$ cat config.mk
export PLATFORM = sky130hd
export DESIGN_NAME = ebus_cycle_ctrl
export DESIGN_NICKNAME = d
export VERILOG_FILES = /design/src/rtl/ebus_pkg.sv /design/src/rtl/ebus_lane_codec.sv /design/src/rtl/ebus_ref_tick.sv /design/src/rtl/ebus_cycle_ctrl.sv
export SDC_FILE = /design/constraint.sdc
export NUM_CORES = 1
export LEC_CHECK = 0
export BUFFER_PORTS_ARGS = -buffer_cell sky130_fd_sc_hd__buf_2
export CORE_AREA = 2 2 112 87
export DETAILED_ROUTE_END_ITERATION = 12
export DIE_AREA = 0 0 114 89
export PLACE_DENSITY = 0.73
export SETUP_SLACK_MARGIN = 0.02
export SLEW_MARGIN = 20
export SYNTH_ARGS = -nofsm -noshare
export SYNTH_HDL_FRONTEND = slang
export SYNTH_HIERARCHICAL = 1
export SYNTH_SLANG_ARGS = --single-unit
$ cat constraint.sdc
create_clock -name clk -period 1.9 [get_ports clk]
set_input_delay 0.19 -clock clk [delete_from_list [all_inputs] [get_ports clk]]
set_output_delay 0.19 -clock clk [all_outputs]
set_load 0.05 [all_outputs]
$ cat src/rtl/ebus_pkg.sv
package ebus_pkg;

    typedef enum logic [1:0] {
        ST_IDLE = 2'd0,
        ST_ADDR = 2'd1,
        ST_DATA = 2'd2
    } bus_st_e;

endpackage

$ cat src/rtl/ebus_lane_codec.sv
module ebus_lane_codec #(
    parameter int DW = 16
) (
    input  logic          odd,
    input  logic          wide,
    input  logic [DW-1:0] wr_word,
    input  logic [DW-1:0] bus_in,
    output logic          lstrb,
    output logic [DW-1:0] bus_out,
    output logic [DW-1:0] rd_word
);
    localparam int BW = DW / 2;

    logic [BW-1:0] hi_in, lo_in;

    assign hi_in = bus_in[DW-1:BW];
    assign lo_in = bus_in[BW-1:0];

    // strobe low for odd byte and for aligned word
    assign lstrb = ~(wide ^ odd);

    always_comb begin
        if (wide) begin
            bus_out = odd ? {wr_word[BW-1:0], wr_word[DW-1:BW]} : wr_word;
            rd_word = odd ? {lo_in, hi_in} : bus_in;
        end else begin
            bus_out = odd ? {{BW{1'b0}}, wr_word[BW-1:0]}
                          : {wr_word[BW-1:0], {BW{1'b0}}};
            rd_word = {{BW{1'b0}}, (odd ? lo_in : hi_in)};
        end
    end

endmodule

$ cat src/rtl/ebus_ref_tick.sv
module ebus_ref_tick #(
    parameter int DIV = 5
) (
    input  logic clk,
    input  logic rst_n,
    output logic tick
);
    localparam int CW = (DIV > 1) ? $clog2(DIV) : 1;

    typedef struct packed {
        logic [CW-1:0] cnt;
        logic          tick;
    } tick_regs_t;

    tick_regs_t r_d, r_q;

    always_comb begin
        r_d = r_q;
        if (r_q.cnt == CW'(DIV - 1)) begin
            r_d.cnt  = '0;
            r_d.tick = 1'b1;
        end else begin
            r_d.cnt  = r_q.cnt + 1'b1;
            r_d.tick = 1'b0;
        end
    end

    always_ff @(posedge clk or negedge rst_n) begin
        if (!rst_n) r_q <= '0;
        else        r_q <= r_d;
    end

    assign tick = r_q.tick;

    AST_TICK_SPACING: assert property (@(posedge clk) disable iff (!rst_n)
        tick |=> !tick);

endmodule

$ cat src/rtl/ebus_cycle_ctrl.sv
module ebus_cycle_ctrl
    import ebus_pkg::*;
#(
    parameter int AW      = 16,
    parameter int SW      = 2,
    parameter int REF_DIV = 5
) (
    input  logic          clk,
    input  logic          rst_n,
    input  logic          cfg_we,
    input  logic [SW-1:0] cfg_stretch,
    input  logic          m_req,
    input  logic [AW-1:0] m_addr,
    input  logic          m_we,
    input  logic          m_wide,
    input  logic [15:0]   m_wdata,
    output logic          m_hold,
    output logic          m_done,
    output logic [15:0]   m_rdata,
    output logic [AW-1:0] x_addr,
    output logic [15:0]   x_dout,
    output logic          x_doe,
    input  logic [15:0]   x_din,
    output logic          x_rw,
    output logic          x_lstrb,
    output logic          x_cs_n,
    output logic          x_e,
    output logic          ref_tick
);
    localparam int MAX_STR = (1 << SW) - 1;

    typedef struct packed {
        bus_st_e       st;
        logic [SW-1:0] cfg;
        logic [SW-1:0] left;
        logic [AW-1:0] addr;
        logic          we;
        logic          wide;
        logic [15:0]   wdata;
        logic [15:0]   rdata;
        logic          done;
    } regs_t;

    regs_t r_d, r_q;

    logic        lane_lstrb;
    logic [15:0] lane_wr, lane_rd;

    ebus_lane_codec #(.DW(16)) u_codec (
        .odd     (r_q.addr[0]),
        .wide    (r_q.wide),
        .wr_word (r_q.wdata),
        .bus_in  (x_din),
        .lstrb   (lane_lstrb),
        .bus_out (lane_wr),
        .rd_word (lane_rd)
    );

    ebus_ref_tick #(.DIV(REF_DIV)) u_tick (
        .clk   (clk),
        .rst_n (rst_n),
        .tick  (ref_tick)
    );

    always_comb begin
        r_d      = r_q;
        r_d.done = 1'b0;
        if (cfg_we) r_d.cfg = cfg_stretch;
        unique case (r_q.st)
            ST_IDLE: begin
                if (m_req) begin
                    r_d.st    = ST_ADDR;
                    r_d.addr  = m_addr;
                    r_d.we    = m_we;
                    r_d.wide  = m_wide;
                    r_d.wdata = m_wdata;
                    r_d.left  = r_q.cfg; // snapshot, later writes wait
                end
            end
            ST_ADDR: r_d.st = ST_DATA;
            ST_DATA: begin
                if (r_q.left == '0) begin
                    r_d.st   = ST_IDLE;
                    r_d.done = 1'b1;
                    if (!r_q.we) r_d.rdata = lane_rd; // strobe falling edge
                end else begin
                    r_d.left = r_q.left - 1'b1;
                end
            end
            default: r_d.st = ST_IDLE;
        endcase
    end

    always_ff @(posedge clk or negedge rst_n) begin
        if (!rst_n) begin
            r_q    <= '0;
            r_q.st <= ST_IDLE;
        end else begin
            r_q <= r_d;
        end
    end

    logic active;
    assign active  = (r_q.st != ST_IDLE);
    assign m_hold  = active;
    assign m_done  = r_q.done;
    assign m_rdata = r_q.rdata;
    assign x_addr  = r_q.addr;
    assign x_cs_n  = !active;
    assign x_e     = (r_q.st == ST_DATA);
    assign x_rw    = active ? !r_q.we : 1'b1;
    assign x_lstrb = active ? lane_lstrb : 1'b1;
    assign x_doe   = x_e && r_q.we;
    assign x_dout  = r_q.we ? lane_wr : 16'h0000;

    // checker state: length of the current strobe-high run
    logic [SW:0] e_run_q;
    always_ff @(posedge clk or negedge rst_n) begin
        if (!rst_n)   e_run_q <= '0;
        else if (x_e) e_run_q <= e_run_q + 1'b1;
        else          e_run_q <= '0;
    end

    AST_E_BOUND: assert property (@(posedge clk) disable iff (!rst_n)
        x_e |-> e_run_q <= (SW+1)'(MAX_STR));

    AST_ADDR_ONE: assert property (@(posedge clk) disable iff (!rst_n)
        (!x_cs_n && !x_e) |=> x_e);

    AST_HOLD_E: assert property (@(posedge clk) disable iff (!rst_n)
        x_e |-> m_hold);

    AST_DONE_PULSE: assert property (@(posedge clk) disable iff (!rst_n)
        m_done |=> !m_done);

    AST_DONE_AFTER_E: assert property (@(posedge clk) disable iff (!rst_n)
        m_done |-> $past(x_e) && !x_e);

    AST_DOE_WRITE: assert property (@(posedge clk) disable iff (!rst_n)
        x_doe |-> x_e && !x_rw && !x_cs_n);

    AST_CTRL_STABLE: assert property (@(posedge clk) disable iff (!rst_n)
        (x_e && !x_cs_n && $past(!x_cs_n)) |->
            $stable(x_rw) && $stable(x_addr) && $stable(x_lstrb) && $stable(x_dout));

    AST_IDLE_BUS: assert property (@(posedge clk) disable iff (!rst_n)
        !m_hold |-> x_cs_n && x_rw && !x_e && !x_doe);

endmodule

# Yosys cells after proc, flatten, opt, wreduce, memory -nomap -nowiden
# Cells that the tools add are included.
[classes]
n_addsub = 2
mul = 0
n_div = 0
order_cmp = 0
eq_ne = 6
shifts = 0
muxes = 18
bitwise = 3
reduce_logical = 11
[ops]
columns = ["op", "count"]
rows = [
  ["$mux W16", 6],
  ["$mux W36", 1],
  ["$mux W8", 1],
  ["$mux W2", 3],
  ["$pmux W2 S3", 1],
  ["$reduce_and A3 Y1", 2],
  ["$logic_not A2 Y1", 2],
  ["$mux W1", 4],
  ["$mux W4", 1],
  ["$ne A2 B2 Y1 const B", 2],
  ["$pmux W2 S2", 1],
  ["$reduce_and A2 Y1", 2],
  ["$reduce_bool A2 Y1", 2],
  ["$add A3 B1 Y3 const B", 1],
  ["$eq A3 B3 Y1 const B", 1],
  ["$eq A2 B1 Y1 const B", 1],
  ["$eq A2 B2 Y1 const B", 1],
  ["$logic_not A1 Y1", 2],
  ["$ne A2 B1 Y1 const B", 1],
  ["$not A1 Y1", 2],
  ["$sub A2 B1 Y2 const B", 1],
  ["$logic_and A1 B1 Y1", 1],
  ["$xor A1 B1 Y1", 1],
]
[word_totals]
regBits = 61
latchBits = 0
ram_bits = 0
romBits = 0
inputBits = 56
wordCells = 51
mem_count = 0

# Logic depth before layout (Yosys ltp)
[depth]
ltp_word = 3
mapped_depth = 6
ltp_nobuf = 5

# Hierarchy
# Netlist, hierarchy kept.
[modules_own_cells]
columns = ["mod", "instances", "cells_each", "area_per_inst_um2", "seq_area_each_um2"]
rows = [
  ["ebus_cycle_ctrl", 1, 189, 2660.1, 1426.4],
  ["ebus_lane_codec", 1, 82, 701.9, 0.0],
  ["ebus_ref_tick", 1, 12, 161.4, 100.1],
]

# Least setup slack after synthesis
# No wires, ideal clock.
[synth_path]
kind = "register -> output"
from = "reg r_q[56] in the netlist's numbering"
to = "out x_rw"
arrival_time_ns = 2.216
required_time_ns = 1.710
slack_ns = -0.506
stages_incl_launch_ff = 5
path_cell_list = "dfrtp_1 > buf_6 > nor2_1 > inv_1 > nand2_1"
[synth_between]
elab_chain_len = 2
[synth_lines]
columns = ["item", "line_no", "text"]
rows = [
  ["from (decl)", "ebus_cycle_ctrl.sv:44", "regs_t r_d, r_q;"],
  ["from (signal assigned)", "ebus_cycle_ctrl.sv:99", "r_q <= r_d;"],
  ["$reduce_bool A2 Y1", "ebus_cycle_ctrl.sv:104", "assign active = (r_q.st != ST_IDLE);"],
  ["via m_hold", "ebus_cycle_ctrl.sv:17", "output logic m_hold,"],
  ["$mux W1", "ebus_cycle_ctrl.sv:111", "assign x_rw = active ? !r_q.we : 1'b1;"],
  ["to (decl)", "ebus_cycle_ctrl.sv:24", "output logic x_rw,"],
]
# The timed path passes the listed nets, and every way through them passes these cells.

# Worst setup path in the final report
[layout_path]
from = "reg r_q, in the netlist x_addr[0]"
to = "out x_dout[5]"
[layout_between]
elab_chain_len = 3
[layout_lines]
columns = ["item", "line_no", "text"]
rows = [
  ["$mux W16 (on tied branches)", "ebus_lane_codec.sv:27, ebus_lane_codec.sv:24", ""],
  ["$mux W16 *", "ebus_lane_codec.sv:23", "if (wide) begin"],
  ["via lane_wr[5]", "ebus_cycle_ctrl.sv:47", "logic [15:0] lane_wr, lane_rd;"],
  ["$mux W16 *", "ebus_cycle_ctrl.sv:114", "assign x_dout = r_q.we ? lane_wr : 16'h0000;"],
  ["to (decl)", "ebus_cycle_ctrl.sv:21", "output logic [15:0] x_dout,"],
]
# Mark *: on every way through the listed nets, which the timed path passes. The rest lies on a longest branch.

==> results.json <==
{
  "synth_fp_nets": 342,
  "final.period_utilization": 0.978,
  "clk_latency_ns": 0.32,
  "ant_nets": 0,
  "cts-buffers-inserted": 9,
  "cts_tree": "yes",
  "place_area_mm2": 0.00397,
  "critPathMaxFanout": 21,
  "yosysWarnings": 6,
  "fin_hold_ws_ns": 0.0925,
  "hold_start": "m_addr[9]",
  "row_count": 30,
  "worst_hold_path_type": "primary input to register",
  "finalHoldViolations": 0,
  "dr.first_iter.drc_count": 104,
  "clk_pin_slew_ns": 0.05,
  "cts_max_path_buffers": 2,
  "cp-start-kind": "register",
  "overflow": 0,
  "timing.rr.end": "m_rdata[5]",
  "ys_seq_elements": 61,
  "drive_gt1_frac": 0.569,
  "pre_cts_ws_ns": 0.144,
  "min_period_ns": 1.86,
  "htree_levels": 3,
  "cts.sinks": 61,
  "slew_violations": 0,
  "port-buffer-count": 111,
  "setup_viol": 0,
  "rsz0062_at_grt": "yes",
  "synthCells": 283,
  "cts-root-buf": "clkbuf_16",
  "fin_nets": 432,
  "holdPathStages": 2,
  "clock.fmax_ghz": 0.538,
  "finalWirelength_mm": 7.19,
  "crit_arrival_ns": 1.67,
  "slew_headroom": 0.614,
  "start_util": 0.394,
  "dp_hpwl_mm": 5.14,
  "fin_skew_ns": 0.00445,
  "synth_area_mm2": 0.00352,
  "r2r_cells": 4,
  "drv_cap": 0,
  "syn_to_final_growth_pct": 25.0,
  "synth_seq_area_share": 0.433,
  "grt_start_max_net_pins": 36,
  "dieArea_mm2": 0.0101,
  "drc": 0,
  "vias": 2303,
  "critPathKind": "register to output pin",
  "status": "finished clean",
  "ys_types": 28,
  "firstDrtPassIters": 4,
  "layout_setup_ws_ns": 0.0417,
  "rr_startpoint": "x_addr[0]",
  "ff2ff_setup_slack_ns": 0.26,
  "avgRoutedWirePerCell_um": 14.7,
  "first_global_vias": 2298,
  "stdcell_area_mm2": 0.00440,
  "track_usage": 0.148,
  "antenna_cells": 0,
  "avgSynthCellArea_um2": 12.5,
  "worstSetupEndpointType": "output pin",
  "worstMarginPinSlew_ns": 0.579,
  "die_w_um": 114,
  "die_y_um": 89,
  "place_congestion": 0.758,
  "core_mm2": 0.00893,
  "hold_end": "x_addr[9]",
  "required_ns": 1.71,
  "startpoint": "x_addr[0]",
  "viasPerCell": 4.70,
  "antenna_found_initial": 0,
  "io-pin-count": 112,
  "final_util": 0.493,
  "grt_pass1_wl_mm": 11.5
}
-- sequential cells by signal, indices dropped and copies added (netlist names) --
signal / cells
r_q: 24
m_rdata: 16
x_addr: 16
u_tick/r_q: 3
m_done: 1
u_tick/tick: 1
-- through the flow --
stage | cells | setup TNS, ns
floorplan | 283 | 0
finish | 490 | 0
CTS | 489 | 0
global route | 490 | -0.112
detailed placement | 468 | 0
global placement | 468 | 0
-- how the worst max path moves through the flow --
stage	endpoint	cells after the start
floorplan	m_rdata[10]	6
global placement	x_lstrb	4
detailed placement	x_lstrb	4
CTS	x_dout[5]	5
global route	x_dout[1]	5
finish	x_dout[5]	5
-- synth_stat cells --
| master | instances | area, µm² |
|---|---|---|
| dfrtp_1 | 61 | 1530 |
| mux2_2 | 51 | 574 |
| mux2i_1 | 40 | 400 |
| buf_4 | 36 | 270 |
| and2_1 | 17 | 106 |
| mux2_4 | 11 | 165 |
| nand2_1 | 10 | 37.5 |
| nand2b_1 | 8 | 50.1 |
| nor2b_1 | 8 | 50.1 |
| inv_1 | 7 | 26.3 |
| buf_6 | 6 | 67.6 |
| nor2_1 | 5 | 18.8 |
| buf_2 | 4 | 20.0 |
| ha_1 | 3 | 37.5 |
| and2_2 | 2 | 15.0 |
| clkbuf_1 | 2 | 7.51 |
| a211oi_1 | 1 | 7.51 |
| a221o_1 | 1 | 10.0 |
| a32o_1 | 1 | 10.0 |
| and3b_1 | 1 | 8.76 |
| buf_12 | 1 | 20.0 |
| mux2_1 | 1 | 11.3 |
| nor2b_4 | 1 | 13.8 |
| nor3_4 | 1 | 16.3 |
| o22a_1 | 1 | 8.76 |
| o32a_1 | 1 | 10.0 |
| or2_2 | 1 | 6.26 |
| xor2_4 | 1 | 27.5 |
-- routing by layer --
layer,global-route usage,vias up,wire length (µm)
met5,0,-,0
met4,0.0521,0,82
met3,0.0610,8,568
met2,0.233,87,3310
met1,0.186,1089,3230
li1,-,1119,-
-- cells in the final DEF (no fill, tap or decap), types with 2 or more instances in the layout --
cell        netlist  final
dfrtp_1          61     59
buf_12            1      3
clkbuf_4          0      2
dfrtp_2           0      2
clkinvlp_4        0      3
inv_1             7      7
and2_1           17     17
buf_6             6      8
bufinv_16         0      2
buf_2             4    101
buf_4            36     13
clkbuf_8          0      2
clkbuf_16         0      9
nor2_1            5      4
ha_1              3      3
mux2i_1          40     40
and2_2            2      2
nand2_1          10      9
mux2_2           51     51
nor2b_1           8      8
nand2b_1          8      8
mux2_4           11     11
-- critical path, stage by stage (launching register included) --
cell and delay, ns:
dfrtp_2 0.49, buf_12 0.20, mux2i_1 0.20, mux2i_1 0.08
and2_1 0.16, buf_2 0.21
-- logic make-up after synthesis --
| family | count (synthesis) | share of synthesized area |
|---|---|---|
| muxes | 103 | 0.327 |
| DFF | 61 | 0.433 |
| buffers and inverters | 56 | 0.117 |
| and+or+nand+nor | 54 | 0.0916 |
| AOI/OAI and AO/OA | 5 | 0.0131 |
| adders and majority gates | 3 | 0.0107 |
| xor gates and xnor gates | 1 | 0.00781 |
-- cell type report --
cell class | count | area, µm²
fill | 823 | 4530
multi-input combinational | 166 | 1600
sequential | 61 | 1530
timing repair buffer | 128 | 778
clock buffer | 11 | 253
tap | 112 | 140
clock inverter | 5 | 82.6
inverter | 7 | 26.3
-- what timing repair did --
action / in CTS / in global routing
hold buffers: 1 / 0
buffers inserted: 4 / 1
setup endpoints to repair: 17 / 15
hold endpoints to repair: 21 / 0
gates resized for setup: 3 / 24
pin swaps: 1 / 0
Power is left out: the tool's default activity adds up to more than one toggle a clock period on the data nets, which glitch-free logic cannot reach.
